`src/rtl/frame_cap_pkg.sv`:
```
package frame_cap_pkg;

    typedef enum logic [1:0] {
        ST_SEEK    = 2'd0,
        ST_TRACK   = 2'd1,
        ST_CAPTURE = 2'd2
    } hunt_state_t;

    typedef enum logic [1:0] {
        IDX_HOLD  = 2'd0,
        IDX_CLEAR = 2'd1,
        IDX_STEP  = 2'd2,
        IDX_FIRST = 2'd3
    } idx_op_t;

endpackage

```
`src/rtl/valid_fall_det.sv`:
```
module valid_fall_det (
    input  logic clk,
    input  logic rst_n,
    input  logic lvl,
    output logic fall
);
    logic lvl_q;

    always_ff @(posedge clk or negedge rst_n) begin
        if (!rst_n) lvl_q <= 1'b0;
        else        lvl_q <= lvl;
    end

    // high in the cycle where the level is low after a high cycle
    assign fall = lvl_q & ~lvl;
endmodule

```
`src/rtl/delim_walker.sv`:
```
module delim_walker
    import frame_cap_pkg::*;
#(
    parameter int          LEN     = 64,
    parameter logic [LEN-1:0] PATTERN = 64'hD555_5555_5555_5555
) (
    input  logic    clk,
    input  logic    rst_n,
    input  logic    bit_in,
    input  idx_op_t op,
    output logic    bit_ok,
    output logic    first_ok,
    output logic    at_last
);
    localparam int IDX_W = (LEN > 1) ? $clog2(LEN) : 1;
    localparam logic [IDX_W-1:0] TOP = IDX_W'(LEN - 1);

    logic [IDX_W-1:0] idx_q;
    logic             expect_bit;

    // transmission order: index 0 is the leftmost (most significant) pattern bit
    assign expect_bit = PATTERN[TOP - idx_q];
    assign bit_ok     = (bit_in == expect_bit);
    assign first_ok   = (bit_in == PATTERN[LEN-1]);
    assign at_last    = (idx_q == TOP);

    always_ff @(posedge clk or negedge rst_n) begin
        if (!rst_n) begin
            idx_q <= '0;
        end else begin
            unique case (op)
                IDX_HOLD:  idx_q <= idx_q;
                IDX_CLEAR: idx_q <= '0;
                IDX_STEP:  idx_q <= idx_q + IDX_W'(1);
                IDX_FIRST: idx_q <= IDX_W'(1);
                default:   idx_q <= '0;
            endcase
        end
    end
endmodule

```
`src/rtl/byte_packer.sv`:
```
module byte_packer #(
    parameter int W = 8
) (
    input  logic         clk,
    input  logic         rst_n,
    input  logic         flush,
    input  logic         take,
    input  logic         bit_in,
    output logic [W-1:0] data_out,
    output logic         stb
);
    localparam int CW = (W > 1) ? $clog2(W) : 1;
    localparam logic [CW-1:0] LAST = CW'(W - 1);

    logic [CW-1:0] cnt_q;
    logic [W-1:0]  shadow_q;

    always_ff @(posedge clk or negedge rst_n) begin
        if (!rst_n) begin
            cnt_q    <= '0;
            shadow_q <= '0;
            data_out <= '0;
            stb      <= 1'b0;
        end else begin
            stb <= 1'b0;
            if (flush) begin
                cnt_q <= '0;
            end else if (take) begin
                for (int k = 0; k < W; k++) begin
                    if (cnt_q == CW'(k)) shadow_q[k] <= bit_in;
                end
                if (cnt_q == LAST) begin
                    data_out <= {bit_in, shadow_q[W-2:0]};
                    stb      <= 1'b1;
                    cnt_q    <= '0;
                end else begin
                    cnt_q <= cnt_q + CW'(1);
                end
            end
        end
    end
endmodule

```
`src/rtl/serial_frame_capture.sv`:
```
module serial_frame_capture
    import frame_cap_pkg::*;
#(
    parameter int               DELIM_LEN = 64,
    parameter logic [DELIM_LEN-1:0] DELIM = 64'hD555_5555_5555_5555,
    parameter int               BYTE_W    = 8
) (
    input  logic              clk,
    input  logic              rst_n,
    input  logic              ser_bit,
    input  logic              frame_ok,
    output logic              in_frame,
    output logic [BYTE_W-1:0] byte_data,
    output logic              byte_stb,
    output logic              frame_end
);
    hunt_state_t state_q, state_d;
    idx_op_t     op;
    logic        fall, bit_ok, first_ok, at_last, take;

    valid_fall_det u_fall (
        .clk   (clk),
        .rst_n (rst_n),
        .lvl   (frame_ok),
        .fall  (fall)
    );

    delim_walker #(.LEN(DELIM_LEN), .PATTERN(DELIM)) u_walk (
        .clk      (clk),
        .rst_n    (rst_n),
        .bit_in   (ser_bit),
        .op       (op),
        .bit_ok   (bit_ok),
        .first_ok (first_ok),
        .at_last  (at_last)
    );

    byte_packer #(.W(BYTE_W)) u_pack (
        .clk      (clk),
        .rst_n    (rst_n),
        .flush    (state_q != ST_CAPTURE),
        .take     (take),
        .bit_in   (ser_bit),
        .data_out (byte_data),
        .stb      (byte_stb)
    );

    always_comb begin
        state_d = state_q;
        op      = IDX_HOLD;
        take    = 1'b0;
        unique case (state_q)
            ST_SEEK: begin
                if (first_ok) begin
                    state_d = ST_TRACK;
                    op      = IDX_FIRST;
                end else begin
                    op = IDX_CLEAR;
                end
            end
            ST_TRACK: begin
                if (bit_ok) begin
                    if (at_last) begin
                        state_d = ST_CAPTURE;
                        op      = IDX_CLEAR;
                    end else begin
                        op = IDX_STEP;
                    end
                end else if (first_ok) begin
                    op = IDX_FIRST;
                end else begin
                    state_d = ST_SEEK;
                    op      = IDX_CLEAR;
                end
            end
            ST_CAPTURE: begin
                if (fall) state_d = ST_SEEK;
                else      take    = 1'b1;
            end
            default: begin
                state_d = ST_SEEK;
                op      = IDX_CLEAR;
            end
        endcase
    end

    always_ff @(posedge clk or negedge rst_n) begin
        if (!rst_n) state_q <= ST_SEEK;
        else        state_q <= state_d;
    end

    always_ff @(posedge clk or negedge rst_n) begin
        if (!rst_n) frame_end <= 1'b0;
        else        frame_end <= (state_q == ST_CAPTURE) && fall;
    end

    assign in_frame = (state_q == ST_CAPTURE);
endmodule

```
`config.mk`:
```
export PLATFORM = sky130hd
export DESIGN_NAME = serial_frame_capture
export DESIGN_NICKNAME = d
export VERILOG_FILES = /design/src/rtl/frame_cap_pkg.sv /design/src/rtl/valid_fall_det.sv /design/src/rtl/delim_walker.sv /design/src/rtl/byte_packer.sv /design/src/rtl/serial_frame_capture.sv
export SDC_FILE = /design/constraint.sdc
export NUM_CORES = 1
export LEC_CHECK = 0
export CAP_MARGIN = 20
export CORE_ASPECT_RATIO = 1.2
export CORE_MARGIN = 8
export CORE_UTILIZATION = 48
export DETAILED_ROUTE_END_ITERATION = 6
export PLACE_DENSITY_LB_ADDON = 0.3
export SYNTH_ARGS = -nofsm -noshare
export SYNTH_HDL_FRONTEND = slang
export SYNTH_HIERARCHICAL = 1
export SYNTH_SLANG_ARGS = --single-unit
```
`constraint.sdc`:
```
create_clock -name clk -period 2.86 [get_ports clk]
set_clock_uncertainty 0.1 [all_clocks]
set_input_delay 0.572 -clock clk [delete_from_list [all_inputs] [get_ports clk]]
set_output_delay 0.572 -clock clk [all_outputs]
set_load 0.03 [all_outputs]
```
==> results.cfg <==
[sta]
period_needed_ps = 2560
finalSetupViolCount = 0
min_period_over_period = 0.894
final_hold_viol_count = 0
tns_ps = 0
grt_setup_unrepaired = false
max_slew_margin = 0.761
fmax_ghz = 0.391
slew_violations = 0
worst_pin_slew_ps = 357

[cells_and_area]
area_growth_pct = 18.2
fill_cells = 253
fin_nets = 146
fin_area_um2 = 1660
layout-drive-gt1-share = 0.259
antenna_cells = 0

[logic_synthesis]
syn_area_per_cell_um2 = 12.7
syn-num-nets = 122
synth-seq-cells = 29
yosysWarnings = 6
synth_ff_type = dfrtp_1
syn_area_um2 = 1400
synth-edff-count = 0
synth_top_area_frac = 0.518
yosysSeqAreaShare = 0.518
synth_cells = 110
synth_simple_gate_area_frac = 0.167
synth_top_family_by_area = simple AND/OR/NAND/NOR gates
postSynth.asyncResetShare = 1.00
synth_compound_area_frac = 0.0518
synth.distinct_cells = 34
yosys.area.top_type = dfrtp_1
muxShareOfSynthArea = 0.128
synth.most_common_cell = dfrtp_1
yosys-top-cells-count = 29 x dfrtp_1, 15 x mux2_2, 8 x ha_1, 8 x nor2_1, 5 x inv_1
synth_xor_area_frac = 0.0313
yosys.area_share.adder = 0.0714
synth_area_leaders = dfrtp_1 52%, mux2_2 12%, ha_1 7.1%

[power_and_ir_drop]
ir_drop_mv = 0.403
p_per_area_nw_per_um2 = 497
power.leakage_nw = 0.800
power_mw = 0.824

[routing]
wl_per_cell_um = 14.6
detail-route-antenna-nets = 0
drtIter0Drc = 16
vias = 909
dr.pass1.iters = 4
wl_um = 2470
drcViolationCount = 0
via_per_inst = 5.38

[cts]
clk_path_buf_depth = 2
cts_resized = 0
htree_levels = 2
numCtsBuffers = 5
tritoncts = done
cts_hold_buf = 0
clock_latency_ps = 330
cts_setup_buffers = 0
cts-root-buf = clkbuf_4
path_clk_slew_ps = 90
cts.sinks = 29

[worst_setup_path]
crit_path_frequent_cell = a21oi_1
critPathKind = reg2reg
slowest_stage = dfrtp_1
start_kind = register
path_buf_inv = 0
critPathCaptureType = register
path_max_fanout = 4
cp.required_ps = 3010
crit_arrival_ps = 2710
max_stage_delay_ps = 420
path_cells = nor4_1 -> mux2i_1 -> xnor2_1 -> a21oi_1 -> a311oi_1 -> nand4_2 -> or3_1 -> a21oi_1
path_delay_family = simple AND/OR/NAND/NOR gates

[floorplan]
dieWidth_um = 65.3
io_pins = 15
dieHeight_um = 75.2
core_area_um2 = 2790
design.die.area_um2 = 4910
core.rowCount = 21
start_util = 0.503

[placement]
portBuffers = 14
gp_congestion = 0.819
post-dp-hpwl_um = 1730
place_area_um2 = 1610

[outcome]
outcome = finished clean

[job]
max_cap_violations = 0

[grt]
grt_pass1_wl_um = 4420
grt.overflow.total = 0
gr-usage-all-layers = 0.119
first_global_vias = 1017
grt_max_degree = 30
antenna_found_initial = 0

[worst_hold_path]
min_path_type = reg2reg
==> worst reg2reg max path, stage by stage, from the launching register on <==
cell and delay, ps:
dfrtp_1 420, nor4_1 380, mux2i_1 260, xnor2_1 160
a21oi_1 120, a311oi_1 370, nand4_2 170, or3_1 350
a21oi_1 150
==> area by class of cell <==
class / count / area (um^2) / share of cell area
clock buffers: 6 / 41.3 / 0.0249
clock inverters: 2 / 10.0 / 0.00604
inverters: 6 / 22.5 / 0.0136
multi-input cells: 72 / 629 / 0.380
flip-flops and latches: 29 / 726 / 0.438
well taps: 34 / 42.5 / 0.0257
repair buffers: 20 / 185 / 0.112
==> per-stage QoR <==
step            util  instances  setup WS (ps)  hold slack (ps)
2_1_floorplan      -        110            140              176
3_3_place_gp   0.576        161            403              387
3_5_place_dp   0.576        161            271              393
4_1_cts        0.595        169            302              415
5_1_grt        0.595        169           38.4              430
6_report       0.595        169            304              411
==> cells by family (layout without fill, tap and decap cells) <==
logic type / count (synthesis) / count (layout)
AO/OA/AOI/OAI: 11 / 11
XOR/XNOR: 5 / 5
adder cells (fa/ha/maj): 8 / 8
buffers and inverters: 9 / 34
flip-flops: 29 / 29
multiplexers: 16 / 16
AND/OR/NAND/NOR: 32 / 32
==> layer usage <==
metal	up-vias	global-route usage	routed length [um]
li1	436	-	-
met3	6	0.0506	92
met1	453	0.118	1030
met5	-	0	0
met2	14	0.204	1290
met4	0	0.0704	53
==> worst paths after layout <==
| kind | from | slack [ps] | endpoint | depth (start not counted) |
|---|---|---|---|---|
| max | u_walk/idx_q[3] | 300 | u_walk/idx_q[5] | 8 |
| min | u_pack/data_out[7] | 410 | u_pack/data_out[7] | 1 |
| max reg2reg | u_walk/idx_q[3] | 300 | u_walk/idx_q[5] | 8 |
| min reg2reg | u_pack/data_out[7] | 410 | u_pack/data_out[7] | 1 |
| max in group asynchronous | rst_n | 1880 | u_walk/idx_q[5] | 2 |
| min in group asynchronous | rst_n | 510 | u_pack/stb | 2 |
==> cell usage in the layout (no fill, tap or decap), types with 3 or more instances in the layout <==
cell	instances
inv_1	5
a21oi_1	3
clkbuf_4	5
mux2_2	15
clkdlybuf4s50_1	14
dfrtp_1	29
ha_1	8
buf_4	6
nand2b_1	3
nor2_1	8
nand4b_1	4
xor2_1	3
==> power by group <==
| group | switching, mW | internal, mW | total (mW) | leakage, nW |
|---|---|---|---|---|
| registers | 0.0271 | 0.431 | 0.458 | 0.395 |
| logic | 0.0639 | 0.0640 | 0.128 | 0.373 |
| clock network | 0.145 | 0.0934 | 0.238 | 0.0320 |
| total | 0.236 | 0.588 | 0.824 | 0.800 |
==> registers in the layout, summed over array words and instances, names as in the netlist <==
| register | count |
|---|---|
| frame_end | 1 |
| u_pack/cnt_q | 3 |
| u_fall/lvl_q | 1 |
| u_walk/idx_q | 6 |
| u_pack/data_out | 8 |
| u_pack/shadow_q | 7 |
| u_pack/stb | 1 |
| state_q | 2 |
Power figures use the tool's default switching activity.
